### config.mk
export PLATFORM = sky130hd
export DESIGN_NAME = cmp_timer
export DESIGN_NICKNAME = d
export VERILOG_FILES = /design/src/rtl/cmt_pkg.sv /design/src/rtl/cmt_prescaler.sv /design/src/rtl/cmt_counter.sv /design/src/rtl/cmt_regs.sv /design/src/rtl/cmp_timer.sv
export SDC_FILE = /design/constraint.sdc
export NUM_CORES = 1
export LEC_CHECK = 0
export BUFFER_PORTS_ARGS = -buffer_cell sky130_fd_sc_hd__buf_2
export CAP_MARGIN = 10
export CORE_UTILIZATION = 50
export DETAILED_ROUTE_END_ITERATION = 10
export HOLD_SLACK_MARGIN = 0.02
export PLACE_DENSITY = 0.76
export SLEW_MARGIN = 20
export SYNTH_ARGS = -nofsm -noshare
export SYNTH_HDL_FRONTEND = slang
export SYNTH_SLANG_ARGS = --single-unit
### constraint.sdc
create_clock -name clk -period 2.5 [get_ports clk]
set_input_delay 0.125 -clock clk [delete_from_list [all_inputs] [get_ports clk]]
set_output_delay 0.125 -clock clk [all_outputs]
set_load 0.02 [all_outputs]
### src/rtl/cmt_pkg.sv
// Shared constants and types for the compare-match timer.
// Assumes a byte-wide register port and a counter of two register bytes.
package cmt_pkg;
    localparam int DATA_W = 8;
    localparam int CNT_W  = 2 * DATA_W;
    localparam int MODE_W = 4;
    localparam int PSEL_W = 2;
    localparam int ADDR_W = 3;

    localparam logic [MODE_W-1:0] MODE_MATCH_FLAG  = 4'b1010;
    localparam logic [MODE_W-1:0] MODE_MATCH_CLEAR = 4'b1011;

    localparam int FLAG_CMP = 0;
    localparam int FLAG_OVF = 1;

    typedef enum logic [ADDR_W-1:0] {
        A_CTRL   = 3'd0,
        A_MODE   = 3'd1,
        A_CNT_LO = 3'd2,
        A_CNT_HI = 3'd3,
        A_CMP_LO = 3'd4,
        A_CMP_HI = 3'd5,
        A_FLAGS  = 3'd6,
        A_IEN    = 3'd7
    } cmt_addr_e;

    typedef struct packed {
        logic [1:0]        src;
        logic [PSEL_W-1:0] psel;
        logic              osc_en;
        logic              sync_n;
        logic              rsvd;
        logic              run;
    } cmt_ctrl_t;
endpackage

### src/rtl/cmt_prescaler.sv
// Power-of-two prescaler: passes one of every 2**sel input pulses.
// Assumes tick_in is a one-cycle qualifier; clear takes priority.
module cmt_prescaler
    import cmt_pkg::*;
#(
    parameter int SEL_W = PSEL_W
) (
    input  logic             clk,
    input  logic             rst_n,
    input  logic             clear,
    input  logic             tick_in,
    input  logic [SEL_W-1:0] sel,
    output logic             tick_out
);
    localparam int DIV_W = (1 << SEL_W) - 1;

    logic [DIV_W-1:0] ps_q;
    logic [DIV_W-1:0] mask;

    // Build the terminal-count mask for the selected divisor.
    always_comb begin
        mask = DIV_W'((32'd1 << sel) - 32'd1);
    end

    // Emit a count when the low sel bits of the phase are all ones.
    always_comb begin
        tick_out = tick_in && ((ps_q & mask) == mask);
    end

    // Advance the phase on every input pulse, restart on clear.
    always_ff @(posedge clk) begin
        if (!rst_n) begin
            ps_q <= '0;
        end else if (clear) begin
            ps_q <= '0;
        end else if (tick_in) begin
            ps_q <= ps_q + 1'b1;
        end
    end
endmodule

### src/rtl/cmt_counter.sv
// Counter with compare and wrap detection.
// A byte write replaces that byte and suppresses the count in that cycle.
// A match is detected when the next value equals the compare value.
module cmt_counter
    import cmt_pkg::*;
#(
    parameter int CW = CNT_W,
    parameter int DW = DATA_W,
    parameter int MW = MODE_W
) (
    input  logic          clk,
    input  logic          rst_n,
    input  logic          cnt_en,
    input  logic [MW-1:0] mode,
    input  logic [CW-1:0] cmp_val,
    input  logic          wr_lo,
    input  logic          wr_hi,
    input  logic [DW-1:0] wdata,
    output logic [CW-1:0] cnt_q,
    output logic          match_evt,
    output logic          ovf_evt
);
    logic          eff_en;
    logic          compare_on;
    logic          clear_path;
    logic [CW-1:0] cnt_next;

    // Decide the next counter value and the events of this count.
    always_comb begin
        eff_en     = cnt_en && !(wr_lo || wr_hi);
        compare_on = (mode == MODE_MATCH_FLAG) || (mode == MODE_MATCH_CLEAR);
        clear_path = eff_en && (mode == MODE_MATCH_CLEAR) && (cnt_q == cmp_val);
        cnt_next   = clear_path ? '0 : cnt_q + 1'b1;
        match_evt  = eff_en && compare_on && (cnt_next == cmp_val);
        ovf_evt    = eff_en && !clear_path && (&cnt_q);
    end

    // Hold, load a byte or count.
    always_ff @(posedge clk) begin
        if (!rst_n) begin
            cnt_q <= '0;
        end else if (wr_lo) begin
            cnt_q[DW-1:0] <= wdata;
        end else if (wr_hi) begin
            cnt_q[CW-1:DW] <= wdata;
        end else if (eff_en) begin
            cnt_q <= cnt_next;
        end
    end
endmodule

### src/rtl/cmt_regs.sv
// Register file: control, mode, compare, flags, enables and read mux.
// A hardware set of a flag wins over a software clear in the same cycle.
module cmt_regs
    import cmt_pkg::*;
#(
    parameter int DW = DATA_W,
    parameter int CW = CNT_W,
    parameter int MW = MODE_W,
    parameter int AW = ADDR_W
) (
    input  logic          clk,
    input  logic          rst_n,
    input  logic          reg_wr,
    input  logic [AW-1:0] reg_addr,
    input  logic [DW-1:0] reg_wdata,
    input  logic          match_evt,
    input  logic          ovf_evt,
    input  logic [CW-1:0] cnt_q,
    output cmt_ctrl_t     ctrl_q,
    output logic [MW-1:0] mode_q,
    output logic [CW-1:0] cmp_q,
    output logic [1:0]    flags_q,
    output logic [1:0]    ien_q,
    output logic          ctrl_wr,
    output logic          cnt_wr_lo,
    output logic          cnt_wr_hi,
    output logic [DW-1:0] reg_rdata,
    output logic          irq
);
    cmt_addr_e addr;
    logic      wr_mode;
    logic      wr_cmp_lo;
    logic      wr_cmp_hi;
    logic      wr_flags;
    logic      wr_ien;

    // Decode the write strobes per register.
    always_comb begin
        addr      = cmt_addr_e'(reg_addr);
        ctrl_wr   = reg_wr && (addr == A_CTRL);
        wr_mode   = reg_wr && (addr == A_MODE);
        cnt_wr_lo = reg_wr && (addr == A_CNT_LO);
        cnt_wr_hi = reg_wr && (addr == A_CNT_HI);
        wr_cmp_lo = reg_wr && (addr == A_CMP_LO);
        wr_cmp_hi = reg_wr && (addr == A_CMP_HI);
        wr_flags  = reg_wr && (addr == A_FLAGS);
        wr_ien    = reg_wr && (addr == A_IEN);
    end

    // Store control and mode; the reserved control bit is kept at zero.
    always_ff @(posedge clk) begin
        if (!rst_n) begin
            ctrl_q <= '0;
            mode_q <= '0;
        end else begin
            if (ctrl_wr) begin
                ctrl_q      <= cmt_ctrl_t'(reg_wdata);
                ctrl_q.rsvd <= 1'b0;
            end
            if (wr_mode) begin
                mode_q <= reg_wdata[MW-1:0];
            end
        end
    end

    // Store the compare value byte by byte.
    always_ff @(posedge clk) begin
        if (!rst_n) begin
            cmp_q <= '0;
        end else if (wr_cmp_lo) begin
            cmp_q[DW-1:0] <= reg_wdata;
        end else if (wr_cmp_hi) begin
            cmp_q[CW-1:DW] <= reg_wdata;
        end
    end

    // Sticky flags: set by events, cleared only by writing zero.
    always_ff @(posedge clk) begin
        if (!rst_n) begin
            flags_q <= '0;
        end else begin
            if (match_evt) begin
                flags_q[FLAG_CMP] <= 1'b1;
            end else if (wr_flags && !reg_wdata[FLAG_CMP]) begin
                flags_q[FLAG_CMP] <= 1'b0;
            end
            if (ovf_evt) begin
                flags_q[FLAG_OVF] <= 1'b1;
            end else if (wr_flags && !reg_wdata[FLAG_OVF]) begin
                flags_q[FLAG_OVF] <= 1'b0;
            end
        end
    end

    // Store the interrupt enables.
    always_ff @(posedge clk) begin
        if (!rst_n) begin
            ien_q <= '0;
        end else if (wr_ien) begin
            ien_q <= reg_wdata[1:0];
        end
    end

    // Combine the enabled flags into the request.
    always_comb begin
        irq = |(flags_q & ien_q);
    end

    // Return the addressed register.
    always_comb begin
        case (addr)
            A_CTRL:   reg_rdata = ctrl_q;
            A_MODE:   reg_rdata = {{(DW-MW){1'b0}}, mode_q};
            A_CNT_LO: reg_rdata = cnt_q[DW-1:0];
            A_CNT_HI: reg_rdata = cnt_q[CW-1:DW];
            A_CMP_LO: reg_rdata = cmp_q[DW-1:0];
            A_CMP_HI: reg_rdata = cmp_q[CW-1:DW];
            A_FLAGS:  reg_rdata = {{(DW-2){1'b0}}, flags_q};
            default:  reg_rdata = {{(DW-2){1'b0}}, ien_q};
        endcase
    end
endmodule

### src/rtl/cmp_timer.sv
// Top of the compare-match timer.
// Assumes ext_tick is a single-cycle strobe already in the clk domain.
module cmp_timer
    import cmt_pkg::*;
(
    input  logic              clk,
    input  logic              rst_n,
    input  logic              reg_wr,
    input  logic [ADDR_W-1:0] reg_addr,
    input  logic [DATA_W-1:0] reg_wdata,
    output logic [DATA_W-1:0] reg_rdata,
    input  logic              ext_tick,
    output logic              irq
);
    cmt_ctrl_t         ctrl_q;
    logic [MODE_W-1:0] mode_q;
    logic [CNT_W-1:0]  cmp_q;
    logic [CNT_W-1:0]  cnt_q;
    logic [1:0]        flags_q;
    logic [1:0]        ien_q;
    logic              ctrl_wr;
    logic              cnt_wr_lo;
    logic              cnt_wr_hi;
    logic              match_evt;
    logic              ovf_evt;
    logic              run;
    logic              src_pulse;
    logic              cnt_en;

    // Pick the pulse source and qualify it with the run bit.
    always_comb begin
        run       = ctrl_q.run;
        src_pulse = ctrl_q.src[1] ? ext_tick : 1'b1;
    end

    cmt_prescaler #(.SEL_W(PSEL_W)) u_psc (
        .clk      (clk),
        .rst_n    (rst_n),
        .clear    (ctrl_wr),
        .tick_in  (run && src_pulse),
        .sel      (ctrl_q.psel),
        .tick_out (cnt_en)
    );

    cmt_counter #(.CW(CNT_W), .DW(DATA_W), .MW(MODE_W)) u_cnt (
        .clk       (clk),
        .rst_n     (rst_n),
        .cnt_en    (cnt_en),
        .mode      (mode_q),
        .cmp_val   (cmp_q),
        .wr_lo     (cnt_wr_lo),
        .wr_hi     (cnt_wr_hi),
        .wdata     (reg_wdata),
        .cnt_q     (cnt_q),
        .match_evt (match_evt),
        .ovf_evt   (ovf_evt)
    );

    cmt_regs #(.DW(DATA_W), .CW(CNT_W), .MW(MODE_W), .AW(ADDR_W)) u_regs (
        .clk       (clk),
        .rst_n     (rst_n),
        .reg_wr    (reg_wr),
        .reg_addr  (reg_addr),
        .reg_wdata (reg_wdata),
        .match_evt (match_evt),
        .ovf_evt   (ovf_evt),
        .cnt_q     (cnt_q),
        .ctrl_q    (ctrl_q),
        .mode_q    (mode_q),
        .cmp_q     (cmp_q),
        .flags_q   (flags_q),
        .ien_q     (ien_q),
        .ctrl_wr   (ctrl_wr),
        .cnt_wr_lo (cnt_wr_lo),
        .cnt_wr_hi (cnt_wr_hi),
        .reg_rdata (reg_rdata),
        .irq       (irq)
    );
endmodule

==> results of run 1 <==
==> kinds of logic after synthesis <==
logic type                 Yosys count  synth area share, %
AOI/OAI and AO/OA                  114                 21.5
adders and majority gates            2                0.711
muxes                               17                 5.62
DFF                                 50                 28.4
buffers and inverters               50                 6.33
and+or+nand+nor                    200                 27.5
xor gates and xnor gates            35                 9.92
==> sequential cells by signal, indices dropped and copies added (netlist names) <==
register / flops
u_regs.ctrl_q: 7
u_regs.ien_q: 2
u_regs.mode_q: 4
u_regs.flags_q: 2
u_cnt.cnt_q: 16
u_regs.cmp_q: 16
u_psc.ps_q: 3
==> cell usage after synthesis, types with 7 or more instances <==
master	n
clkbuf_1	27
o21ai_0	19
mux2i_1	13
nor4_1	7
inv_1	10
nand2_1	79
nand2b_1	7
xor2_1	19
nor2_1	43
dfxtp_1	50
nor3_1	10
nand3_1	17
a21oi_1	36
xnor2_1	13
==> report_power, final <==
group / total [mW] / internal (mW) / switching, mW
registers: 0.832 / 0.814 / 0.0179
clock network: 0.530 / 0.210 / 0.320
logic: 0.296 / 0.107 / 0.189
total: 1.66 / 1.13 / 0.526
==> cell type report <==
class	count	share of cell area, %
repair buffers	68	11.2
inverters	11	1.03
flip-flops and latches	50	24.9
multi-input cells	368	57.5
clock buffers	5	1.71
well taps	96	2.98
clock inverters	3	0.715
==> worst max-delay path, stage by stage (launching register included) <==
cell,delay [ns]
dfxtp_1,0.36
xor2_1,0.18
nand2b_1,0.17
or4_1,0.58
nor4_4,0.31
buf_4,0.24
o21a_1,0.18
o2111ai_2,0.14
o21ai_2,0.15
==> placed cells by master, fill, tap and decap left out, drive strengths merged, types with 6 or more instances in the layout <==
cell type	count
a21oi	36
inv	13
o21ai	22
nor4	8
mux2i	13
and3	6
xnor2	13
dfxtp	50
nand2	79
nand2b	8
nor2	43
nand3	17
buf	68
nor3	10
xor2	19
==> routing by layer <==
layer / vias to the layer above / global-route usage, % / share of wire (%)
li1: 1747 / - / -
met1: 1767 / 47.3 / 41
met2: 229 / 55.0 / 46
met3: 42 / 6.64 / 9.3
met4: 2 / 14.2 / 3.7
met5: - / 0 / 0.28
==> through the flow <==
stage	cell area [µm²]	hold slack (ns)	setup WS [ns]	std cells
2_1_floorplan	3520	0.261	0.155	468
3_3_place_gp	3920	0.439	0.118	593
3_5_place_dp	3920	0.442	0.0674	593
4_1_cts	4020	0.0967	0.0448	601
5_1_grt	4030	0.101	0.0268	601
6_report	4030	0.108	0.132	601
==> final timing paths <==
| path | cells after the start | end | start | slack, ns |
|---|---|---|---|---|
| setup / recovery | 8 | u_regs.flags_q[0] | u_regs.cmp_q[12] | 0.13 |
| hold / removal | 3 | u_regs.cmp_q[6] | reg_wdata[6] | 0.11 |
| setup reg to reg | 8 | u_regs.flags_q[0] | u_regs.cmp_q[12] | 0.13 |
| hold reg to reg | 2 | u_regs.ctrl_q[5] | u_regs.ctrl_q[5] | 0.47 |
==> results.cfg, run 1 <==
[status]
status = finished, final reports clean

[cells_and_area]
nets = 521
layout-drive-gt1-share_pct = 18.6
multiInputGateArea_um2 = 2310
syn_to_final_growth_pct = 14.4
antenna_cells = 0
seq_area_um2 = 1000
fillers = 661
utilization_pct = 59.3

[route]
drtIter0Drc = 469
viasPerCell = 6.30
drc_errors = 0
detail-route-antenna-nets = 0
vias = 3787
drt-total-wl_um = 12600
drt_first_pass_iters = 5
wire_per_inst_um = 21.0

[placed_design]
dp_hpwl_um = 9550
io_buffers = 23
place.gp.congestion = 0.970

[die]
dieArea_um2 = 7380
num_io_pins = 24
dieWidth_um = 85.9
chipHeight_um = 85.9
rows = 30
fp.coreArea_um2 = 6790
start_util_pct = 51.8

[sta]
fin_crit_ns = 2.37
finalMaxSlewViolations = 0
setup_viol = 0
slew-limit-headroom_pct = 44.2
clock.fmax_mhz = 422
finalCritPeriodShare_pct = 94.7
finalHoldViolCount = 0
finClkSkew_ns = 0.0122
rsz0062_at_grt = false
tightest_slew_ns = 0.836
setup_tns_ns = 0

[synthesis]
synth.avg_cell_area_um2 = 7.52
synthesis.area_um2 = 3520
synthCells = 468
synth-async-reset-ratio_pct = 0
ys_types = 71
ys_seq_elements = 50
synthFlopType = dfxtp_1
synth_warnings = 0
synth_top_area_share_pct = 28.4
yosysTopAreaCell = dfxtp_1
ys_seq_area_share_pct = 28.4
synth_fp_nets = 485
synth-edff-count = 0
synthTopCellsByArea = dfxtp_1 (28%), nand2_1 (8.4%), a21oi_1 (5.1%)

[worst_setup_path]
worstPathRequired_ns = 2.77
startpoint_type = register
cp_data_arrival_time_ns = 2.63
cp-end-kind = register
path_class = reg2reg
path_max_fanout = 11

[power]
peakVddDrop_mv = 0.295
leakage_nw = 1.58
p_total_mw = 1.66
power_density_nw_per_um2 = 412

[clocking]
clk_latency_ns = 0.32
htree_levels = 2
clock-sinks = 50
cts.repair.resized = 0
clockBufferDepth = 2
cts_root_buffer = clkbuf_8
path_clk_slew_ns = 0.11
hold_buffers = 0
cts_setup_buffers = 0
cts_tree = yes
numCtsBuffers = 5

[worst_hold_path]
hold_path.class = in2reg

[grt]
gr-total-overflow = 0
grt_max_degree = 46
antenna_found_initial = 1
grt_pass1_vias = 3451
grt_first_pass_wirelength_um = 19200
grt.total_usage_pct = 35.0

[run]
drv_cap = 0
Power figures use the tool's default switching activity.
==> inputs of run 2 (changes only) <==
--- a/config.mk
+++ b/config.mk
@@ -7,10 +7,11 @@
 export LEC_CHECK = 0
 export BUFFER_PORTS_ARGS = -buffer_cell sky130_fd_sc_hd__buf_2
 export CAP_MARGIN = 10
-export CORE_UTILIZATION = 50
+export CORE_UTILIZATION = 40
+export CTS_CLUSTER_SIZE = 25
 export DETAILED_ROUTE_END_ITERATION = 10
 export HOLD_SLACK_MARGIN = 0.02
-export PLACE_DENSITY = 0.76
+export PLACE_DENSITY = 0.64
 export SLEW_MARGIN = 20
 export SYNTH_ARGS = -nofsm -noshare
 export SYNTH_HDL_FRONTEND = slang
==> run 2 against run 1 <==
Effect of this change: first-iteration DRC count down 11%; largest cell class unchanged; highest routed layer is now met4; critical path type unchanged; via count down 0.87%; hold slack better by 0.022 ns; worst setup slack worse by 0.032 ns; final cell count up 1.7%.
==> results.cfg, run 2 (same netlist as run 1, synthesis figures left out) <==
[status]
status = finished, final reports clean

[route]
detail-route-antenna-nets = 0
drt-total-wl_um = 13000
drt_first_pass_iters = 5
vias = 3754
wire_per_inst_um = 21.3
drc_errors = 0
drtIter0Drc = 419
viasPerCell = 6.14

[clocking]
cts_setup_buffers = 0
path_clk_slew_ns = 0.10
htree_levels = 2
cts_tree = yes
hold_buffers = 0
numCtsBuffers = 5
clk_latency_ns = 0.31
cts_root_buffer = clkbuf_8
clock-sinks = 50
cts.repair.resized = 0
clockBufferDepth = 2

[power]
leakage_nw = 1.59
power_density_nw_per_um2 = 428
peakVddDrop_mv = 0.312
p_total_mw = 1.74

[grt]
gr-total-overflow = 0
grt_pass1_vias = 3371
grt_max_degree = 46
grt_first_pass_wirelength_um = 19200
antenna_found_initial = 0
grt.total_usage_pct = 29.2

[worst_setup_path]
r2r-start = u_cnt.cnt_q[15]
worst-path-stages = 8
cp_slowest_cell = nor4_1
worstPathRequired_ns = 2.75
cp-end-kind = register
startpoint = u_cnt.cnt_q[15]
path_max_fanout = 11
worst-path-buf-inv = 1
reg2regPathDepth = 8
crit_path_max_incr_delay_ns = 0.51
path_class = reg2reg
path_cells = xor2_1 -> nor4_1 -> nand3_1 -> nor4_2 -> buf_4 -> o21a_1 -> o2111ai_2 -> o21ai_2
startpoint_type = register
cp_data_arrival_time_ns = 2.65
crit_family = simple AND/OR/NAND/NOR gates

[die]
start_util_pct = 42.0
rows = 33
fp.coreArea_um2 = 8380
dieArea_um2 = 9180
num_io_pins = 24
chipHeight_um = 95.8
dieWidth_um = 95.8

[cells_and_area]
layout_common_cells = nand2_1 (79), dfxtp_1 (49), buf_4 (46), nor2_1 (43), a21oi_1 (36)
utilization_pct = 48.4
fin_area_um2 = 4050
nets = 522
largestRegisters = u_cnt.cnt_q x16, u_regs.cmp_q x16, u_regs.ctrl_q x7
layout_commonest_cell = nand2_1
syn_to_final_growth_pct = 15.2
layout-drive-gt1-share_pct = 19.0
antenna_cells = 0

[worst_hold_path]
hold_depth = 3
hold_path.class = in2reg
hp-start = reg_wdata[6]

[sta]
finalHoldViolCount = 0
tightest_slew_ns = 0.825
rsz0062_at_grt = false
finalMaxSlewViolations = 0
fin_crit_ns = 2.40
finClkSkew_ns = 0.00580
slew-limit-headroom_pct = 44.9
finalCritPeriodShare_pct = 96.0
clock.fmax_mhz = 417
setup_tns_ns = 0
setup_viol = 0

[placed_design]
place.gp.congestion = 0.990
placed_cell_area_um2 = 3940
io_buffers = 23
dp_hpwl_um = 9610

[run]
drv_cap = 0
run 2: cell count changes in the layout (fill, tap and decap cells not counted), sizes merged:
cell	change
buf	+1
bufinv	+1
inv	-1
run 2: where the power goes:
group / switching (mW) / internal [mW]
Clock: 0.308 / 0.301
Combinational: 0.187 / 0.107
Sequential: 0.0196 / 0.814
Total: 0.514 / 1.22
run 2: final timing paths:
kind              slack (ns)           endpoint
hold / removal          0.13   u_regs.ctrl_q[6]
setup reg to reg         0.1  u_regs.flags_q[0]
hold reg to reg         0.46   u_regs.ctrl_q[5]
setup / recovery         0.1  u_regs.flags_q[0]
run 2: final cells by class:
class / instances / area (µm²)
multi-input cells: 368 / 2310
inverters: 11 / 41.3
clock inverters: 3 / 43.8
well taps: 105 / 131
fillers: 841 / 4330
repair buffers: 69 / 460
flip-flops and latches: 50 / 1000
clock buffers: 5 / 68.8
run 2: worst reg2reg max path: cells and delay by family, from the launching register on:
family	cells	cell delay [ns]
buffers and inverters	1	0.27
and+or+nand+nor	3	0.99
xor gates and xnor gates	1	0.13
AOI/OAI and AO/OA	3	0.47
DFF	1	0.49
run 2: metrics by stage:
stage	hold slack, ns	cells	setup slack [ns]
6_report	0.130	611	0.0997
5_1_grt	0.140	611	0.0197
4_1_cts	0.117	611	0.0301
3_5_place_dp	0.447	603	0.0522
3_3_place_gp	0.441	603	0.0920
2_1_floorplan	0.261	468	0.155
run 2: routing by layer:
layer	GRT usage, %	share of wire, %
met5	0	0
met1	39.6	44
met3	3.87	8.1
met4	11.2	3.3
met2	46.8	45
